**config.mk**
```make
export PLATFORM = sky130hd
export DESIGN_NAME = bitband_bridge
export DESIGN_NICKNAME = d
export VERILOG_FILES = /design/src/rtl/bitband_bridge.sv
export SDC_FILE = /design/constraint.sdc
export NUM_CORES = 1
export LEC_CHECK = 0
export BUFFER_PORTS_ARGS = -buffer_cell sky130_fd_sc_hd__buf_2
export CAP_MARGIN = 10
export CORE_MARGIN = 10
export CORE_UTILIZATION = 42
export CTS_CLUSTER_DIAMETER = 150
export DETAILED_ROUTE_END_ITERATION = 8
export PLACE_DENSITY = 0.77
export SKIP_LAST_GASP = 1
export SYNTH_ARGS = -nofsm -noshare
export SYNTH_HDL_FRONTEND = slang
export SYNTH_SLANG_ARGS = --single-unit
```
**constraint.sdc**
```tcl
create_clock -name clk -period 1.37 [get_ports clk]
set_input_delay 0.2055 -clock clk [delete_from_list [all_inputs] [get_ports clk]]
set_output_delay 0.2055 -clock clk [all_outputs]
set_load 0.01 [all_outputs]
```
**src/rtl/bitband_bridge.sv**
```systemverilog
module bitband_bridge #(
  parameter logic [31:0] BASE_ADDR = 32'h2000_0000,
  parameter int          OFFS_W    = 25
) (
  input  logic              clk,
  input  logic              rst_n,
  input  logic              up_req,
  output logic              up_ready,
  input  logic              up_we,
  input  logic [1:0]        up_size,
  input  logic [OFFS_W-1:0] up_offset,
  input  logic [31:0]       up_wdata,
  output logic              rsp_valid,
  output logic              rsp_err,
  output logic [31:0]       rsp_rdata,
  output logic              dn_req,
  input  logic              dn_ready,
  output logic              dn_we,
  output logic [1:0]        dn_size,
  output logic [31:0]       dn_addr,
  output logic [31:0]       dn_wdata,
  input  logic              dn_ack,
  input  logic              dn_err,
  input  logic [31:0]       dn_rdata
);

  localparam int WORD_SHIFT = 5;

  typedef enum logic [2:0] {
    S_IDLE, S_RD_REQ, S_RD_WAIT, S_WR_REQ, S_WR_WAIT, S_RESP
  } state_t;

  state_t      st;
  logic        op_wr, new_bit, err_q, rbit_q;
  logic [1:0]  size_q;
  logic [31:0] addr_q, unit_q;
  logic [4:0]  pos_q;

  logic        accept;
  logic [31:0] raw_tgt, lo_mask, unit_mask, sel_mask;
  logic [4:0]  pos_mask;

  assign accept  = up_req && up_ready;
  assign raw_tgt = BASE_ADDR | 32'(up_offset >> WORD_SHIFT);

  always_comb begin
    case (up_size)
      2'd0:    begin lo_mask = 32'd0; pos_mask = 5'd7;  end
      2'd1:    begin lo_mask = 32'd1; pos_mask = 5'd15; end
      default: begin lo_mask = 32'd3; pos_mask = 5'd31; end
    endcase
  end

  always_comb begin
    case (size_q)
      2'd0:    unit_mask = 32'h0000_00ff;
      2'd1:    unit_mask = 32'h0000_ffff;
      default: unit_mask = 32'hffff_ffff;
    endcase
  end

  assign sel_mask = 32'd1 << pos_q;

  always_ff @(posedge clk) begin
    if (!rst_n) begin
      st      <= S_IDLE;
      op_wr   <= 1'b0;
      new_bit <= 1'b0;
      err_q   <= 1'b0;
      rbit_q  <= 1'b0;
      size_q  <= 2'd0;
      addr_q  <= 32'd0;
      unit_q  <= 32'd0;
      pos_q   <= 5'd0;
    end else begin
      case (st)
        S_IDLE: if (accept) begin
          op_wr   <= up_we;
          new_bit <= up_wdata[0];
          size_q  <= up_size;
          addr_q  <= raw_tgt & ~lo_mask;
          pos_q   <= up_offset[6:2] & pos_mask;
          rbit_q  <= 1'b0;
          unit_q  <= 32'd0;
          if (up_size == 2'd3) begin
            err_q <= 1'b1;
            st    <= S_RESP;
          end else begin
            err_q <= 1'b0;
            st    <= S_RD_REQ;
          end
        end
        S_RD_REQ: if (dn_ready) st <= S_RD_WAIT;
        S_RD_WAIT: if (dn_ack) begin
          if (dn_err) begin
            err_q <= 1'b1;
            st    <= S_RESP;
          end else if (op_wr) begin
            unit_q <= (dn_rdata & unit_mask & ~sel_mask) | (new_bit ? sel_mask : 32'd0);
            st     <= S_WR_REQ;
          end else begin
            rbit_q <= |(dn_rdata & sel_mask);
            st     <= S_RESP;
          end
        end
        S_WR_REQ: if (dn_ready) st <= S_WR_WAIT;
        S_WR_WAIT: if (dn_ack) begin
          err_q <= dn_err;
          st    <= S_RESP;
        end
        default: st <= S_IDLE;
      endcase
    end
  end

  assign up_ready  = (st == S_IDLE);
  assign dn_req    = (st == S_RD_REQ) || (st == S_WR_REQ);
  assign dn_we     = (st == S_WR_REQ);
  assign dn_size   = size_q;
  assign dn_addr   = addr_q;
  assign dn_wdata  = unit_q;
  assign rsp_valid = (st == S_RESP);
  assign rsp_err   = err_q;
  assign rsp_rdata = {31'd0, rbit_q};

  assert_busy_R8: assert property (@(posedge clk) disable iff (!rst_n)
    accept |=> !up_ready);

  assert_hold_R8: assert property (@(posedge clk) disable iff (!rst_n)
    (dn_req && !dn_ready) |=> (dn_req && $stable(dn_addr) && $stable(dn_we)));

  assert_align_R2: assert property (@(posedge clk) disable iff (!rst_n)
    dn_req |-> ((dn_addr & ((32'd1 << dn_size) - 32'd1)) == 32'd0));

  assert_onebit_R4: assert property (@(posedge clk) disable iff (!rst_n)
    rsp_valid |-> (rsp_rdata[31:1] == 31'd0));

  assert_clean_fetch_R6: assert property (@(posedge clk) disable iff (!rst_n)
    $rose(dn_req && dn_we) |-> $past(dn_ack && !dn_err));

  assert_illegal_R9: assert property (@(posedge clk) disable iff (!rst_n)
    (accept && up_size == 2'd3) |=> (rsp_valid && rsp_err && !dn_req));

endmodule

```
* Word-level counts from Yosys, hierarchy flattened
Cells that the tools add are included.
** Word-level totals
- Output and inout bits :: 103
- Latch bits :: 0
- Memory bits (read-only) :: 0
- Bits of input ports :: 98
- Bits in writable memories :: 0
- Memories kept :: 0
- Logic and storage cells :: 77
- Register bits :: 78
** Operators by class
- Shift operators :: 1
- Divide/modulo/power cells :: 0
- Multipliers :: 0
- Order comparisons :: 0
- Bitwise operators :: 8
- Add/sub/neg operators :: 0
- Eq/ne operators :: 17
- Reductions and logical operators :: 13
- Muxes and demuxes :: 29
** Operators by type and width (count)
- 2-to-1 mux 32 bit :: 5
- one-hot mux 32 bit (2 select lines) :: 2
- AND 32 bit :: 3
- AND 30 x 32 -> 32 bit :: 1
- inverter 2 -> 32 bit :: 1
- inverter 32 bit :: 1
- OR 32 bit :: 1
- OR reduction 32 bit :: 1
- << shifter 1 x 5 -> 32 bit (first input constant) :: 1
- 2-to-1 mux 3 bit :: 8
- AND reduction 5 bit :: 4
- inequality test 2 bit (second input constant) :: 8
- one-hot mux 3 bit (5 select lines) :: 1
- one-hot mux 5 bit (2 select lines) :: 1
- 2-to-1 mux 1 bit :: 9
- equality test 3 x 2 -> 1 bit (second input constant) :: 2
- equality test 3 bit (second input constant) :: 2
- AND 5 bit :: 1
- equality test 2 x 1 -> 1 bit (second input constant) :: 2
- logical NOT 2 bit :: 2
- one-hot mux 2 bit (2 select lines) :: 1
- equality test 3 x 1 -> 1 bit (second input constant) :: 1
- logical NOT 3 bit :: 1
- one-hot mux 1 bit (3 select lines) :: 1
- 8 further kinds :: 8

* Longest topological paths before layout
- Depth in word-level cells :: 9
- Mapped depth :: 7
- Gate-level depth less buffers :: 5

* Worst setup path before layout
Ideal clock, no wire load.
- Path type :: flip-flop to flip-flop
- Start point :: reg pos_q[3]
- End point :: reg rbit_q
- Data required time :: 1241 ps
- Cell stages (with the launch flop) :: 8
- Library setup time :: 129 ps
- Clock period less this slack :: 1459 ps
- Arrival time :: 1330 ps
- Path buffers :: 2
- Setup slack :: -89 ps
- Cell sequence :: dfxtp_1 -> buf_4 -> and3_1 -> buf_2 -> nor3b_1 -> a311oi_1 -> and4_1 -> a31oi_1
** On the way
- Longest elaborated chain between the ends :: 7
** RTL lines
- from (decl) :: RTL line 37 : logic [4:0] pos_q;
- from (signal assigned) :: RTL line 82 : pos_q <= up_offset[6:2] & pos_mask;
- << shifter 1 x 5 -> 32 bit :: RTL line 62 : assign sel_mask = 32'd1 << pos_q;
- AND 32 bit :: RTL line 102 : rbit_q <= |(dn_rdata & sel_mask);
- OR reduction 32 bit :: RTL line 102
- 2-to-1 mux 1 bit :: RTL line 98 : end else if (op_wr) begin
- 2-to-1 mux 1 bit :: RTL line 95 : if (dn_err) begin
- 2-to-1 mux 1 bit :: RTL line 94 : S_RD_WAIT: if (dn_ack) begin
- one-hot mux 1 bit (2 select lines) :: RTL line 76 : case (st)
- to (signal assigned) :: RTL line 102
- to (decl) :: RTL line 34 : logic op_wr, new_bit, err_q, rbit_q;
No other way between the ends. The select of a mux whose other input is x is not followed.
A chain may end at the register's enable or synchronous reset.

* Worst setup path after layout
- Start point :: reg st[2]
- End point :: reg addr_q[10], in the netlist dn_addr[10]
** On the way
- Longest elaborated chain between the ends :: 3
** RTL lines
- from (decl) :: RTL line 33 : state_t st;
- from (signal assigned) :: RTL line 66 : st <= S_IDLE;
- from (signal assigned) :: RTL line 87 : st <= S_RESP;
- from (signal assigned) :: RTL line 90 : st <= S_RD_REQ;
- logical NOT 3 bit * :: RTL line 76, 116
- logical AND 1 bit :: RTL line 43 : assign accept = up_req && up_ready;
- AND reduction 2 bit (no line) *
- to (signal assigned) :: RTL line 81 : addr_q <= raw_tgt & ~lo_mask;
- to (decl) :: RTL line 36 : logic [31:0] addr_q, unit_q;
Mark *: on every way between the ends. The rest lies on a longest branch, timed or not.

==> reports/results.ini <==
[sta]
hold_viol_final = 0
fin_crit_ps = 1510
hold_ws_ps = 74.3
timing.final.ws_setup_ps = -142
rsz0062_at_grt = true
setup_viol = 67
finClkSkew_ps = 7.80
finalCritPeriodShare_pct = 110
slew_viol_final = 0
fmax_mhz = 661

[routing]
drc = 0
wl_per_cell_um = 16.7
ant_nets = 0
drt_iter0_drc = 195
wl_met2_um = 6890
dr.pass1.iters = 5
met3_length_um = 1250
wl_met1_um = 5510
routed_wl_um = 13900
routed-via-count = 4279
top_layer = met5
vias_per_cell = 5.13

[layout]
layout.nets = 793
drive_above_1_share_pct = 43.3
final_cell_mix = buf_2, nand2_1, dfxtp_1
synthToLayoutAreaGrowth_pct = 42.7
layout_commonest_cell = buf_2

[grt]
antenna_found_initial = 3
grt_pass1_vias = 4313
grt_use_total_pct = 17.6
grt_pass1_wl_um = 20900
grt_start_max_net_pins = 68
gr-total-overflow = 0

[clocking]
cts.path.max_buffers = 2
root_buffer = clkbuf_8
cts_made_buffers = 9
htree_levels = 3
cts_tree = yes
clk_pin_slew_ps = 80
clkLatencyLatePin_ps = 350
cts_sinks = 67
cts_hold_buffers = 0

[place]
pre_cts_ws_ps = -207
io_buffers = 125
gp_congestion = 0.919
dp_hpwl_um = 9580

[power]
irDropWorstVdd_uv = 690
power.density_nw_per_um2 = 949
p_switching_mw = 1.86
power.internal_mw = 3.70
leakagePower_nw = 2.70
seqPwrFrac_pct = 38.0
combPwrFrac_pct = 31.1
clockPowerShare_pct = 30.9
swShare_pct = 33.4

[synth]
synth-main-ff-cell = dfxtp_1
syn_area_per_cell_um2 = 7.70
synth_compound_area_share_pct = 23.2
ys_async_sr_fraction_pct = 0
synth_xor_area_share_pct = 0
synth.top_cell.area_share_pct = 32.7
synth_top_family_by_area = simple AND/OR/NAND/NOR gates
ys_ff_latch = 67
synth_cell_types = 49
seq_area_frac_synth_pct = 32.7
syn_area_um2 = 4100
yosys_warnings = 0
synth-simple-area-share_pct = 26.3
synth_mux_area_share_pct = 3.96
synth_adder_area_share_pct = 0
synthTopCellsByArea = dfxtp_1, nand2_1, buf_4
yosysTopAreaCell = dfxtp_1
synth_cells = 533
synth_edf_count = 0

[outcome]
status = complete, but fails checks
violations = negative setup slack

[worst_setup_path]
cp-start-kind = register
cp_data_required_time_ps = 1670
endpoint_kind = register
crit_arrival_ps = 1810
critPathKind = register to register
path_max_fanout = 8

[worst_hold_path]
holdCritPathClass = primary input to register

[die]
core_area_um2 = 9640
die_w_um = 119
rows = 36
die_area_um2 = 14100
start_util_pct = 42.6
die_height_um = 119
ios = 201

[job]
maxCapViolCount = 0

==> metal layers <==
layer / GRT usage (%) / vias up
li1: - / 2073
met1: 19.4 / 2005
met2: 29.7 / 176
met3: 7.56 / 21
met4: 6.03 / 4
met5: 0 / -
==> cell usage after synthesis, types with 4 or more instances <==
library cell  count
a21boi_0         32
a21boi_1         22
a21oi_1          29
a22oi_1           9
and3_1           27
buf_2            16
buf_4            46
clkbuf_1         24
dfxtp_1          67
inv_1             4
mux2_2            9
mux2i_1           5
nand2_1         122
nand3_1           6
nand3b_1          9
nor2_1            7
nor2b_1          14
nor3_1            4
nor3b_1           4
o21ai_0          23
o21ai_1           9
==> layout make-up <==
class / instances / area (um2)
inverter: 4 / 22.5
clock buffer: 10 / 128
sequential: 67 / 1360
fill: 855 / 3780
timing repair buffer: 198 / 1390
tap: 133 / 166
antenna: 1 / 2.50
multi-input combinational: 415 / 2720
clock inverter: 6 / 72.6
==> flip-flops by register name, summed over array words and instances (netlist names) <==
name	count
pos_q	5
st	3
op_wr	1
rsp_err	1
new_bit	1
dn_size	2
dn_wdata	32
rbit_q	1
dn_addr	21
==> path summary, 6_finish.rpt <==
path	endpoint	cells past startpoint	slack, ps	startpoint
setup / recovery	dn_addr[10]$_SDFFE_PN0P_	7	-140	st[2]$_SDFFE_PN0P_
hold / removal	dn_addr[2]$_SDFFE_PN0P_	3	70	up_offset[7]
setup reg to reg	dn_addr[10]$_SDFFE_PN0P_	7	-140	st[2]$_SDFFE_PN0P_
hold reg to reg	dn_wdata[11]$_SDFFE_PN0P_	2	450	dn_wdata[11]$_SDFFE_PN0P_
==> logic make-up after synthesis <==
family / after synthesis
buffers and inverters: 93
other: 1
flip-flops: 67
multiplexers: 15
AND/OR/NAND/NOR: 212
AO/OA/AOI/OAI: 145
==> power by group through the flow <==
stage                     clock, mW  combinational [mW]  sequential (mW)
after global routing           1.86                1.87             2.13
after global placement            0                1.23             2.14
after CTS                      1.75                1.37             2.11
after detailed placement          0                1.25             2.15
after floorplan                   0               0.827             2.16
final                          1.72                1.72             2.11
==> through the flow <==
stage	util, %	power, mW	instance area, um2	cells	setup TNS (ps)
finish	60.7	5.55	5850	834	-4430
global route	60.7	5.85	5850	833	-8870
CTS	55.6	5.23	5360	816	-1360
detailed placement	51.0	3.39	4910	788	-4480
global placement	51.0	3.37	4910	788	-3500
floorplan	-	2.99	4290	574	-0.608
==> worst max-delay path, stage by stage, from the launching register on <==
cell and delay [ps]:
dfxtp_2 330, buf_6 130, buf_8 140, nor3_4 360, buf_12 210, buf_12 110
nand2_4 40, a21boi_2 130
==> timing repair <==
| action | CTS | global route |
|---|---|---|
| setup endpoints to repair | 38 | 69 |
| buffers inserted | 12 | 13 |
| cloned | 0 | 5 |
| pin swaps | 18 | 59 |
| resized for setup | 55 | 101 |
Note: power is estimated with default switching activity, not from simulation.
